$ cat config.mk
export PLATFORM = sky130hd
export DESIGN_NAME = ctl_sig_filter
export DESIGN_NICKNAME = d
export VERILOG_FILES = /design/src/rtl/ctlf_pkg.sv /design/src/rtl/ctlf_pulse_filt.sv /design/src/rtl/ctlf_rate_mon.sv /design/src/rtl/ctl_sig_filter.sv
export SDC_FILE = /design/constraint.sdc
export NUM_CORES = 1
export LEC_CHECK = 0
export ABC_AREA = 1
export BUFFER_PORTS_ARGS = -buffer_cell sky130_fd_sc_hd__buf_2
export CORE_MARGIN = 2
export CORE_UTILIZATION = 54
export CTS_CLUSTER_DIAMETER = 30
export DETAILED_ROUTE_END_ITERATION = 8
export PLACE_DENSITY = 0.74
export RECOVER_POWER = 25
export SLEW_MARGIN = 0
export SYNTH_ARGS = -nofsm -noshare
export SYNTH_HDL_FRONTEND = slang
export SYNTH_HIERARCHICAL = 1
export SYNTH_SLANG_ARGS = --single-unit
$ cat constraint.sdc
create_clock -name pix_clk -period 1.6 [get_ports pix_clk]
set_clock_uncertainty 0.15 [all_clocks]
set_input_delay 0.32 -clock pix_clk [delete_from_list [all_inputs] [get_ports pix_clk]]
set_output_delay 0.32 -clock pix_clk [all_outputs]
set_load 0.05 [all_outputs]
$ cat src/rtl/ctlf_pkg.sv
package ctlf_pkg;

   typedef enum int unsigned {
      CH_HS = 0,
      CH_VS = 1,
      CH_DE = 2
   } ctl_ch_e;

   localparam int unsigned NUM_CH = 3;

   // Transition allowance of a channel within one window.
   function automatic int unsigned chan_allow(input int unsigned ch,
                                              input int unsigned hs_max,
                                              input int unsigned vs_max,
                                              input int unsigned de_max);
      int unsigned r;
      case (ch)
         CH_HS:   r = hs_max;
         CH_VS:   r = vs_max;
         default: r = de_max;
      endcase
      return r;
   endfunction

endpackage

$ cat src/rtl/ctlf_pulse_filt.sv
module ctlf_pulse_filt #(
   parameter int unsigned MIN_PULSE = 3
) (
   input  logic clk,
   input  logic rst_n,
   input  logic en,
   input  logic din,
   output logic dout,
   output logic dout_edge
);

   localparam int unsigned DEPTH = MIN_PULSE - 1;

   // hist_q[0] holds the newest past sample, hist_q[DEPTH-1] the oldest
   logic [DEPTH-1:0] hist_q;
   logic             dout_q;
   logic             dout_nxt;
   logic             stable;

   generate
      if (DEPTH == 1) begin : g_single
         always_ff @(posedge clk or negedge rst_n) begin
            if (!rst_n) hist_q <= '0;
            else        hist_q <= din;
         end
      end else begin : g_shift
         always_ff @(posedge clk or negedge rst_n) begin
            if (!rst_n) hist_q <= '0;
            else        hist_q <= {hist_q[DEPTH-2:0], din};
         end
      end
   endgenerate

   // current sample plus DEPTH past samples all agree
   assign stable = (hist_q == {DEPTH{din}});

   always_comb begin
      if (en) dout_nxt = stable ? din : dout_q;
      else    dout_nxt = hist_q[DEPTH-1];
   end

   always_ff @(posedge clk or negedge rst_n) begin
      if (!rst_n) dout_q <= 1'b0;
      else        dout_q <= dout_nxt;
   end

   assign dout      = dout_q;
   assign dout_edge = dout_nxt ^ dout_q;

endmodule

$ cat src/rtl/ctlf_rate_mon.sv
module ctlf_rate_mon #(
   parameter int unsigned WINDOW  = 130,
   parameter int unsigned MAX_TOG = 2
) (
   input  logic clk,
   input  logic rst_n,
   input  logic tog,
   input  logic clr,
   output logic flag
);

   localparam int unsigned   AW  = $clog2(WINDOW + 1);
   localparam logic [AW-1:0] WIN = AW'(WINDOW);

   // age_q[k]: clocks since the (k+1)-th most recent transition, saturating
   logic [AW-1:0] age_q [MAX_TOG];
   logic          too_soon;
   logic          flag_q;

   function automatic logic [AW-1:0] bump(input logic [AW-1:0] a);
      return (a >= WIN) ? WIN : a + AW'(1);
   endfunction

   assign too_soon = tog && (age_q[MAX_TOG-1] < WIN);

   always_ff @(posedge clk or negedge rst_n) begin
      if (!rst_n) begin
         for (int k = 0; k < MAX_TOG; k++) age_q[k] <= WIN;
      end else if (tog) begin
         age_q[0] <= AW'(1);
         for (int k = 1; k < MAX_TOG; k++) age_q[k] <= bump(age_q[k-1]);
      end else begin
         for (int k = 0; k < MAX_TOG; k++) age_q[k] <= bump(age_q[k]);
      end
   end

   always_ff @(posedge clk or negedge rst_n) begin
      if (!rst_n) flag_q <= 1'b0;
      else        flag_q <= too_soon | (flag_q & ~clr);
   end

   assign flag = flag_q;

endmodule

$ cat src/rtl/ctl_sig_filter.sv
module ctl_sig_filter
   import ctlf_pkg::*;
#(
   parameter int unsigned MIN_PULSE      = 3,
   parameter int unsigned WINDOW         = 130,
   parameter int unsigned HS_MAX_TOG     = 2,
   parameter int unsigned VS_MAX_TOG     = 1,
   parameter int unsigned DE_MAX_TOG     = 2,
   parameter bit          SAMPLE_ON_FALL = 1'b0
) (
   input  logic       pix_clk,
   input  logic       rst_n,
   input  logic       filt_en,
   input  logic       clr_viol,
   input  logic       hs_in,
   input  logic       vs_in,
   input  logic       de_in,
   output logic       hs_out,
   output logic       vs_out,
   output logic       de_out,
   output logic [2:0] viol
);

   // elaboration-time parameter checks
   generate
      if (MIN_PULSE < 2) begin : g_bad_pulse
         $error("MIN_PULSE must be at least 2");
      end
      if (WINDOW < 2) begin : g_bad_window
         $error("WINDOW must be at least 2");
      end
      if (HS_MAX_TOG < 1 || VS_MAX_TOG < 1 || DE_MAX_TOG < 1) begin : g_bad_allow
         $error("every transition allowance must be at least 1");
      end
   endgenerate

   logic core_clk;

   generate
      if (SAMPLE_ON_FALL) begin : g_fall
         assign core_clk = ~pix_clk;
      end else begin : g_rise
         assign core_clk = pix_clk;
      end
   endgenerate

   logic [NUM_CH-1:0] raw;
   logic [NUM_CH-1:0] filt;
   logic [NUM_CH-1:0] edg;
   logic [NUM_CH-1:0] flag;

   assign raw = {de_in, vs_in, hs_in};

   generate
      for (genvar c = 0; c < NUM_CH; c++) begin : g_ch
         localparam int unsigned ALLOW =
            chan_allow(c, HS_MAX_TOG, VS_MAX_TOG, DE_MAX_TOG);

         ctlf_pulse_filt #(
            .MIN_PULSE (MIN_PULSE)
         ) u_filt (
            .clk       (core_clk),
            .rst_n     (rst_n),
            .en        (filt_en),
            .din       (raw[c]),
            .dout      (filt[c]),
            .dout_edge (edg[c])
         );

         ctlf_rate_mon #(
            .WINDOW  (WINDOW),
            .MAX_TOG (ALLOW)
         ) u_rate (
            .clk   (core_clk),
            .rst_n (rst_n),
            .tog   (edg[c]),
            .clr   (clr_viol),
            .flag  (flag[c])
         );
      end
   endgenerate

   assign hs_out = filt[CH_HS];
   assign vs_out = filt[CH_VS];
   assign de_out = filt[CH_DE];
   assign viol   = flag;

endmodule

==> results of run 1 <==
==> power by group <==
part,internal [µW],leakage (µW),total [µW],switching [µW]
Combinational,575,0.00103,1520,948
Sequential,1630,0.000643,1890,260
Clock,464,0.0000552,866,401
Total,2670,0.00172,4280,1610
==> cells by family after synthesis <==
| logic type | Yosys count | share of synthesized area [%] |
|---|---|---|
| fa+ha+maj | 10 | 4.39 |
| buf+inv | 60 | 8.52 |
| compound gates | 23 | 5.35 |
| simple gates | 233 | 33.8 |
| xor+xnor | 6 | 1.84 |
| flops | 52 | 46.1 |
==> stage by stage <==
| step | worst slack [ns] | total power [µW] | setup TNS [ns] |
|---|---|---|---|
| 2_1_floorplan | 0.0871 | 2920 | 0 |
| 3_3_place_gp | 0.0684 | 3280 | 0 |
| 3_5_place_dp | -0.00354 | 3320 | -0.00354 |
| 4_1_cts | 0.0115 | 4210 | 0 |
| 5_1_grt | -0.0212 | 4600 | -0.0212 |
| 6_report | 0.0775 | 4280 | 0 |
==> area by class of cell <==
type                            count  area [µm²]  share of cell area (%)
Multi-Input combinational cell    272        1350                    40.9
Sequential cell                    52        1320                    39.9
Timing Repair Buffer               27         236                    7.17
Inverter                           54         203                    6.14
Tap cell                           70        87.6                    2.65
Clock buffer                        6        72.6                    2.20
Clock inverter                      2        35.0                    1.06
==> layout by cell type, fill, tap and decap left out, types with 2 or more instances in the layout <==
cell type / netlist / routed
a21oi_1: 7 / 5
a21oi_2: 0 / 2
buf_12: 0 / 5
buf_2: 2 / 8
buf_4: 0 / 8
clkbuf_1: 2 / 5
clkbuf_8: 0 / 5
dfrtp_1: 42 / 40
dfrtp_2: 0 / 2
dfstp_2: 10 / 10
ha_1: 10 / 8
inv_1: 54 / 51
inv_2: 0 / 3
nand2_1: 132 / 129
nand2_2: 4 / 7
nand3_1: 32 / 31
nand3b_1: 5 / 5
nand4_1: 5 / 5
nor2_1: 51 / 47
nor2_2: 1 / 3
nor2_4: 0 / 2
nor3_1: 2 / 2
o21ai_0: 5 / 5
o21ai_1: 3 / 3
o21ai_4: 2 / 2
o21bai_1: 6 / 6
xor2_1: 6 / 6
==> worst max path at each step <==
stage | endpoint | cells past startpoint | startpoint
5_1_grt | g_ch[2].u_rate/age_q[6] | 8 | g_ch[2].u_rate/age_q[1]
6_report | g_ch[2].u_rate/age_q[6] | 8 | g_ch[2].u_rate/age_q[1]
3_5_place_dp | g_ch[2].u_rate/age_q[3] | 11 | filt_en
4_1_cts | g_ch[2].u_rate/age_q[6] | 8 | g_ch[2].u_rate/age_q[1]
2_1_floorplan | g_ch[0].u_rate/age_q[5] | 8 | g_ch[0].u_filt/dout
3_3_place_gp | g_ch[2].u_rate/age_q[6] | 12 | de_in
==> critical path, stage by stage (launching register included) <==
cell and delay [ns]:
dfstp_2 0.57, ha_1 0.18, nand2_1 0.09, nor2_2 0.13
nand3_1 0.09, nand2_1 0.07, inv_1 0.03, nand2_1 0.05
nand2_1 0.05
==> sequential cells by signal, summed over array words and instances, names as in the netlist <==
name and count:
g_ch.u_rate/flag 3, g_ch.u_filt/dout 3, g_ch.u_filt/hist_q 6, g_ch.u_rate/age_q 40
==> routing by layer <==
| metal | vias up | wire (µm) |
|---|---|---|
| met5 | - | 0 |
| met4 | 0 | 52 |
| met3 | 4 | 138 |
| met2 | 34 | 2680 |
| met1 | 1103 | 2620 |
| li1 | 1240 | - |
==> repair_timing <==
action | 4_1_cts | 5_1_grt
hold buffers | 1 | 0
buffers inserted | 0 | 3
resized for setup | 1 | 18
setup endpoints to repair | 2 | 26
pin swaps | 0 | 5
endpoints found under the hold margin | 9 | 0
==> impl_metrics.toml, run 1 <==
[cts]
clock-sinks = 52
cts_tree = "built"
clk_latency_ns = 0.30
cts_made_buffers = 5
root_buffer = "clkbuf_8"
ctsHtreeMaxLevel = 2
clkSlewWorstSetupHoldPaths_ns = 0.09
clock_path_buffers = 2

[yosys]
syn_area_um2 = 2850
synth.avg_cell_area_um2 = 7.42
yosysSeqAreaShare_pct = 46.1
yosysWarnings = 6
yosys.area.top_type = "dfrtp_1"
synth_edf_count = 0
ys.flop_type = "dfrtp_1"
synth-seq-cells = 52
synthTopCellsByArea = "dfrtp_1 37%, nand2_1 17%, dfstp_2 9.2%"
syn_inst = 384
synth_cell_type_count = 22
yosys-top-cells-count = "132 x nand2_1, 54 x inv_1, 51 x nor2_1, 42 x dfrtp_1, 32 x nand3_1"
synth_nets = 401
synthArstFlopShare_pct = 100
netlist.area_leader.share_pct = 36.9
yosysMostFrequentCell = "nand2_1"

[critical_path]
cp-start-kind = "flop"
timing.rr.start = "g_ch[2].u_rate/age_q[1]"
r2r-end = "g_ch[2].u_rate/age_q[6]"
worst-path-max-fanout = 4
worstPathArrival_ns = 1.57
end_kind = "flop"
critPathRequiredTime_ns = 1.65
rr_worst_depth = 8
critical_path_class = "reg -> reg"
reg2reg_slack_ns = 0.08

[floorplanning]
io_pins = 13
std_cell_rows = 26
initial_core_util_pct = 55.8
die_x_um = 76.7
dieArea_um2 = 5880
fp.coreArea_um2 = 5110
die_h_um = 76.7

[worst_hold_path]
hold_path_class = "in -> reg"
hp-start = "vs_in"
hold_depth = 1
worstHoldEndpoint = "g_ch[1].u_filt/hist_q[0]"

[route]
finalWirelength_um = 5490
dr.pass1.iters = 4
drtIter0Drc = 144
ant_nets = 0
dr_total_vias = 2381
via_per_inst = 4.93
wl_per_cell_um = 11.4
drc_errors = 0

[sta]
maxSlewViolCount = 0
holdWs_ns = 0.0162
fin_crit_ns = 1.52
rsz0062_at_grt = "yes"
fmax_ghz = 0.657
fin_crit_sh_pct = 95.2
hold_viol = 0
setup_viol = 0
worst_pin_slew_ns = 0.792
slew-limit-headroom_pct = 47.2

[place]
gp_congestion = 0.883
place_area_um2 = 3090
port_buffers = 12
place_inst = 471
hpwlAfterDp_um = 3960

[finish]
n_antenna_cell = 0
n_fill_cell = 452
syn_to_final_growth_pct = 15.8
design_area_um2 = 3300
layout.nets = 429
fin_util_pct = 64.6
drive_gt1_share_pct = 15.5
fin_cells = 483

[global_route]
met3_usage_pct = 3.53
grt_pass1_wl_um = 9590
grt_max_degree = 19
busiest_layer = "met2"
use_met2_pct = 33.7
overflow = 0
antenna_found_initial = 0
use_met1_pct = 26.7
grt_pass1_vias = 2212
grtUsageTotal_pct = 20.1

[pwr]
peakVddDrop_v = 0.000843
leakagePower_uw = 0.00172
cellPowerDensity_nw_per_um2 = 1300

[outcome]
status = "finished clean"

[job]
cap_violations = 0
No activity file was read; power rests on OpenSTA's default activity.
==> run 2, diff against run 1 <==
--- a/config.mk
+++ b/config.mk
@@ -10,9 +10,11 @@
 export CORE_MARGIN = 2
 export CORE_UTILIZATION = 54
 export CTS_CLUSTER_DIAMETER = 30
+export CTS_CLUSTER_SIZE = 14
 export DETAILED_ROUTE_END_ITERATION = 8
 export PLACE_DENSITY = 0.74
 export RECOVER_POWER = 25
+export SETUP_SLACK_MARGIN = 0.1
 export SLEW_MARGIN = 0
 export SYNTH_ARGS = -nofsm -noshare
 export SYNTH_HDL_FRONTEND = slang
==> impl_metrics.toml, run 2 (synthesis gave the netlist of run 1 again) <==
[worst_hold_path]
hold_depth = 2
hold_path_class = "in -> reg"

[pwr]
power_switching_uw = 1830
total_power_uw = 4620
leakagePower_uw = 0.00177
p_sw_share_pct = 39.6
cellPowerDensity_nw_per_um2 = 1300
seqPwrFrac_pct = 42.6
peakVddDrop_v = 0.000683
p_int_uw = 2790
p_clk_share_pct = 19.7
combPwrFrac_pct = 37.7

[critical_path]
slowest_stage = "dfstp_2"
cp.depth = 8
critical_path_class = "reg -> reg"
path_cells = "ha_4 > nand2_2 > nor2_4 > inv_1 > nand2_1 > inv_1 > nand3_1 > nand2_1"
rr_worst_depth = 8
cp-start-kind = "flop"
critical-path-top-delay-family = "flip-flops"
critPathRequiredTime_ns = 1.66
cp.buffers_inverters = 2
end_kind = "flop"
slowest_delay_ns = 0.60
worstPathArrival_ns = 1.56
worst-path-max-fanout = 5

[place]
gp_congestion = 0.862
place_area_um2 = 3060
hpwlAfterDp_um = 3830
place_inst = 467
port_buffers = 12

[cts]
ctsHtreeMaxLevel = 2
cts_tree = "built"
root_buffer = "clkbuf_8"
clk_latency_ns = 0.31
clkSlewWorstSetupHoldPaths_ns = 0.09
clock_path_buffers = 2
cts_made_buffers = 5
clock-sinks = 52

[sta]
maxSlewViolCount = 0
fin_crit_sh_pct = 93.9
setup_viol = 0
worst_pin_slew_ns = 0.476
fin_crit_ns = 1.50
rsz0062_at_grt = "yes"
fin_setup_tns_ns = 0
fmax_ghz = 0.665
hold_viol = 0
slew-limit-headroom_pct = 68.3

[route]
via_per_inst = 4.89
drc_errors = 0
finalWirelength_um = 5810
drtIter0Drc = 96
wl_per_cell_um = 11.9
dr_total_vias = 2389
dr.pass1.iters = 4
ant_nets = 0

[floorplanning]
io_pins = 13
std_cell_rows = 26
fp.coreArea_um2 = 5110
die_x_um = 76.7
dieArea_um2 = 5880
initial_core_util_pct = 55.8
die_h_um = 76.7

[finish]
final_cell_mix = "109 x nand2_1, 47 x inv_1, 43 x nor2_1"
mostFrequentLayoutCell = "nand2_1"
design_area_um2 = 3550
reg_top3 = "g_ch.u_rate/age_q (40), g_ch.u_filt/hist_q (6)"
regMostFlops = "g_ch.u_rate/age_q"
drive_gt1_share_pct = 25.1
n_antenna_cell = 0
fin_cells = 489
largest_reg_flops = 40
layout.nets = 435
syn_to_final_growth_pct = 24.6

[global_route]
overflow = 0
grt_pass1_vias = 2314
grt_max_degree = 21
antenna_found_initial = 0
grtUsageTotal_pct = 20.8
grt_pass1_wl_um = 9960

[job]
cap_violations = 0

[outcome]
status = "finished clean"
==> run 2: cell types whose count changed in the layout (fill, tap and decap cells not counted), moves of 3 or more <==
cell / delta
nand2_1: -20
nand2_2: +19
ha_4: +5
ha_1: -4
inv_1: -4
nand3_1: -4
nor2_1: -4
clkbuf_4: +3
dlygate4sd3_1: +3
inv_2: +3
nor2_4: +3
==> run 2: power by group through the flow <==
stage / clock network [µW] / registers (µW) / logic, µW
floorplan: 0 / 1980 / 943
global placement: 0 / 1890 / 1400
detailed placement: 0 / 1910 / 1420
CTS: 938 / 1880 / 1460
global route: 1010 / 2010 / 1970
finish: 911 / 1970 / 1740
==> run 2: routing by layer <==
metal,vias up,track usage (%),part of all wire [%]
li1,1252,-,-
met5,-,0,0
met4,0,5.64,0.90
met2,34,34.6,49
met1,1096,27.3,46
met3,7,4.94,3.6
==> run 2: repair_timing <==
item                       CTS  global route
hold endpoints to repair    15             0
pin swaps                    3            22
setup endpoints to repair   23            31
setup buffers                3             7
hold buffers                 4             0
gates resized for setup      3            63
==> run 2: path summary, 6_finish.rpt <==
check	start	endpoint	slack, ns
min	clr_viol	g_ch[1].u_rate/flag	0.07
max in group asynchronous	rst_n	g_ch[0].u_rate/age_q[1]	0.42
min in group asynchronous	rst_n	g_ch[2].u_rate/age_q[6]	0.34
min reg2reg	g_ch[1].u_filt/hist_q[0]	g_ch[1].u_filt/hist_q[1]	0.27
max	g_ch[0].u_rate/age_q[9]	g_ch[0].u_rate/age_q[4]	0.1
max reg2reg	g_ch[0].u_rate/age_q[9]	g_ch[0].u_rate/age_q[4]	0.1
==> run 2: stage by stage <==
step	hold slack, ns	worst slack [ns]	utilization [%]
finish	0.0683	0.0969	69.5
global route	0.0829	0.0112	69.5
CTS	0.0655	0.0914	64.1
detailed placement	0.133	0.0582	60.0
global placement	0.123	0.0744	60.0
floorplan	-0.126	0.126	-
==> run 2: cell type report <==
| type | instances | area [µm²] |
|---|---|---|
| Inverter | 54 | 205 |
| Clock buffer | 5 | 68.8 |
| Clock inverter | 3 | 46.3 |
| Fill cell | 384 | 1560 |
| Multi-Input combinational cell | 272 | 1520 |
| Timing Repair Buffer | 33 | 303 |
| Tap cell | 70 | 87.6 |
| Sequential cell | 52 | 1320 |
==> run 3, diff against run 2 <==
--- a/config.mk
+++ b/config.mk
@@ -13,7 +13,7 @@
 export CTS_CLUSTER_SIZE = 14
 export DETAILED_ROUTE_END_ITERATION = 8
 export PLACE_DENSITY = 0.74
-export RECOVER_POWER = 25
+export RECOVER_POWER = 100
 export SETUP_SLACK_MARGIN = 0.1
 export SLEW_MARGIN = 0
 export SYNTH_ARGS = -nofsm -noshare
==> impl_metrics.toml, run 3 (synthesis gave the netlist of run 1 again) <==
[pwr]
leakagePower_uw = 0.00177
p_clk_share_pct = 19.8
power_switching_uw = 1820
seqPwrFrac_pct = 42.7
combPwrFrac_pct = 37.5
peakVddDrop_v = 0.000670
cellPowerDensity_nw_per_um2 = 1300
p_int_uw = 2780
total_power_uw = 4600
p_sw_share_pct = 39.6

[floorplanning]
die_x_um = 76.7
io_pins = 13
die_h_um = 76.7
initial_core_util_pct = 55.8
fp.coreArea_um2 = 5110
std_cell_rows = 26
dieArea_um2 = 5880

[route]
ant_nets = 0
via_per_inst = 4.88
drtIter0Drc = 93
finalWirelength_um = 5810
dr.pass1.iters = 4
wl_per_cell_um = 11.9
drc_errors = 0
dr_total_vias = 2384

[finish]
syn_to_final_growth_pct = 24.4
register_area_um2 = 1320
reg_top3 = "g_ch.u_rate/age_q (40), g_ch.u_filt/hist_q (6)"
multi_input_area_um2 = 1520
regMostFlops = "g_ch.u_rate/age_q"
final_cell_mix = "111 x nand2_1, 48 x inv_1, 43 x nor2_1"
n_antenna_cell = 0
layout.nets = 435
drive_gt1_share_pct = 23.9
mostFrequentLayoutCell = "nand2_1"
n_fill_cell = 385
largest_reg_flops = 40
design_area_um2 = 3550
fin_util_pct = 69.4

[critical_path]
cp-start-kind = "flop"
slowest_delay_ns = 0.58
path_cells = "ha_4 > nand2_2 > nor2_4 > nand2_1 > nand2_2 > nand2_2 > inv_2 > nand2_2 > nand2_1"
critical-path-top-delay-family = "flip-flops"
crit_top_cell = "nand2_2"
critPathRequiredTime_ns = 1.70
cp.depth = 9
cp.buffers_inverters = 1
worst-path-max-fanout = 3
critical_path_class = "reg -> reg"
worstPathArrival_ns = 1.61
rr_worst_depth = 9
end_kind = "flop"
slowest_stage = "dfstp_1"

[global_route]
overflow = 0
grt_pass1_wl_um = 9960
use_met1_pct = 27.3
antenna_found_initial = 0
met3_usage_pct = 4.94
grt_pass1_vias = 2314
grt_max_degree = 21
use_met2_pct = 34.6
busiest_layer = "met2"
grtUsageTotal_pct = 20.8

[place]
place_ws_ns = 0.0582
place_area_um2 = 3060
hpwlAfterDp_um = 3830
gp_congestion = 0.862
port_buffers = 12

[sta]
fmax_ghz = 0.663
holdWs_ns = 0.0677
slew-limit-headroom_pct = 68.5
worst_pin_slew_ns = 0.472
fin_crit_sh_pct = 94.3
setup_viol = 0
setup_ws_ns = 0.0919
hold_viol = 0
fin_crit_ns = 1.51
rsz0062_at_grt = "yes"
maxSlewViolCount = 0

[cts]
clock_path_buffers = 2
ctsHtreeMaxLevel = 2
clock-sinks = 52
clkSlewWorstSetupHoldPaths_ns = 0.09
cts_tree = "built"
clk_latency_ns = 0.31
root_buffer = "clkbuf_8"
cts_made_buffers = 5

[job]
cap_violations = 0

[outcome]
status = "finished clean"

[worst_hold_path]
hold_path_class = "in -> reg"
hold_depth = 2
[run 3: cell count changes in the layout (fill, tap and decap cells not counted)]
cell,previous run,this run
buf_2,8,2
clkbuf_2,1,7
dfstp_1,0,2
dfstp_2,10,8
inv_1,47,48
inv_2,6,5
nand2_1,109,111
nand2_2,26,24
[run 3: layout make-up]
cell class,instances,area share [%]
Timing Repair Buffer,33,8.54
Sequential cell,52,37.1
Clock buffer,5,1.94
Clock inverter,3,1.31
Multi-Input combinational cell,272,42.8
Inverter,54,5.79
Tap cell,70,2.47
[run 3: timing repair]
item                                   CTS  global route
hold buffers                             4             0
endpoints found under the hold margin   15             0
pin swaps                                3            22
setup endpoints to repair               23            31
gates resized for setup                  3            63
setup buffers                            3             7
[run 3: path summary, 6_finish.rpt]
check / start / slack [ns] / to
worst max-delay path: g_ch[2].u_rate/age_q[1] / 0.09 / g_ch[2].u_rate/age_q[6]
worst min-delay path: clr_viol / 0.07 / g_ch[1].u_rate/flag
worst max register to register: g_ch[2].u_rate/age_q[1] / 0.09 / g_ch[2].u_rate/age_q[6]
worst min register to register: g_ch[1].u_filt/hist_q[0] / 0.27 / g_ch[1].u_filt/hist_q[1]
max in group asynchronous: rst_n / 0.42 / g_ch[0].u_rate/age_q[1]
min in group asynchronous: rst_n / 0.34 / g_ch[2].u_rate/age_q[6]
[run 3: stage by stage]
step                      std cells  setup TNS (ns)
final                           489               0
after global routing            489         -0.0225
after CTS                       482               0
after detailed placement        467               0
after global placement          467               0
after floorplan                 384               0
[run 3: layer usage]
layer / share of wire, % / up-vias
met5: 0 / -
met4: 0.89 / 0
met3: 3.6 / 6
met2: 50 / 42
met1: 46 / 1084
li1: - / 1252
[run 3: power by group through the flow]
stage / sequential, µW / combinational, µW / clock [µW]
2_1_floorplan: 1980 / 943 / 0
3_3_place_gp: 1890 / 1400 / 0
3_5_place_dp: 1910 / 1420 / 0
4_1_cts: 1880 / 1460 / 938
5_1_grt: 2000 / 1960 / 1010
6_report: 1960 / 1730 / 909
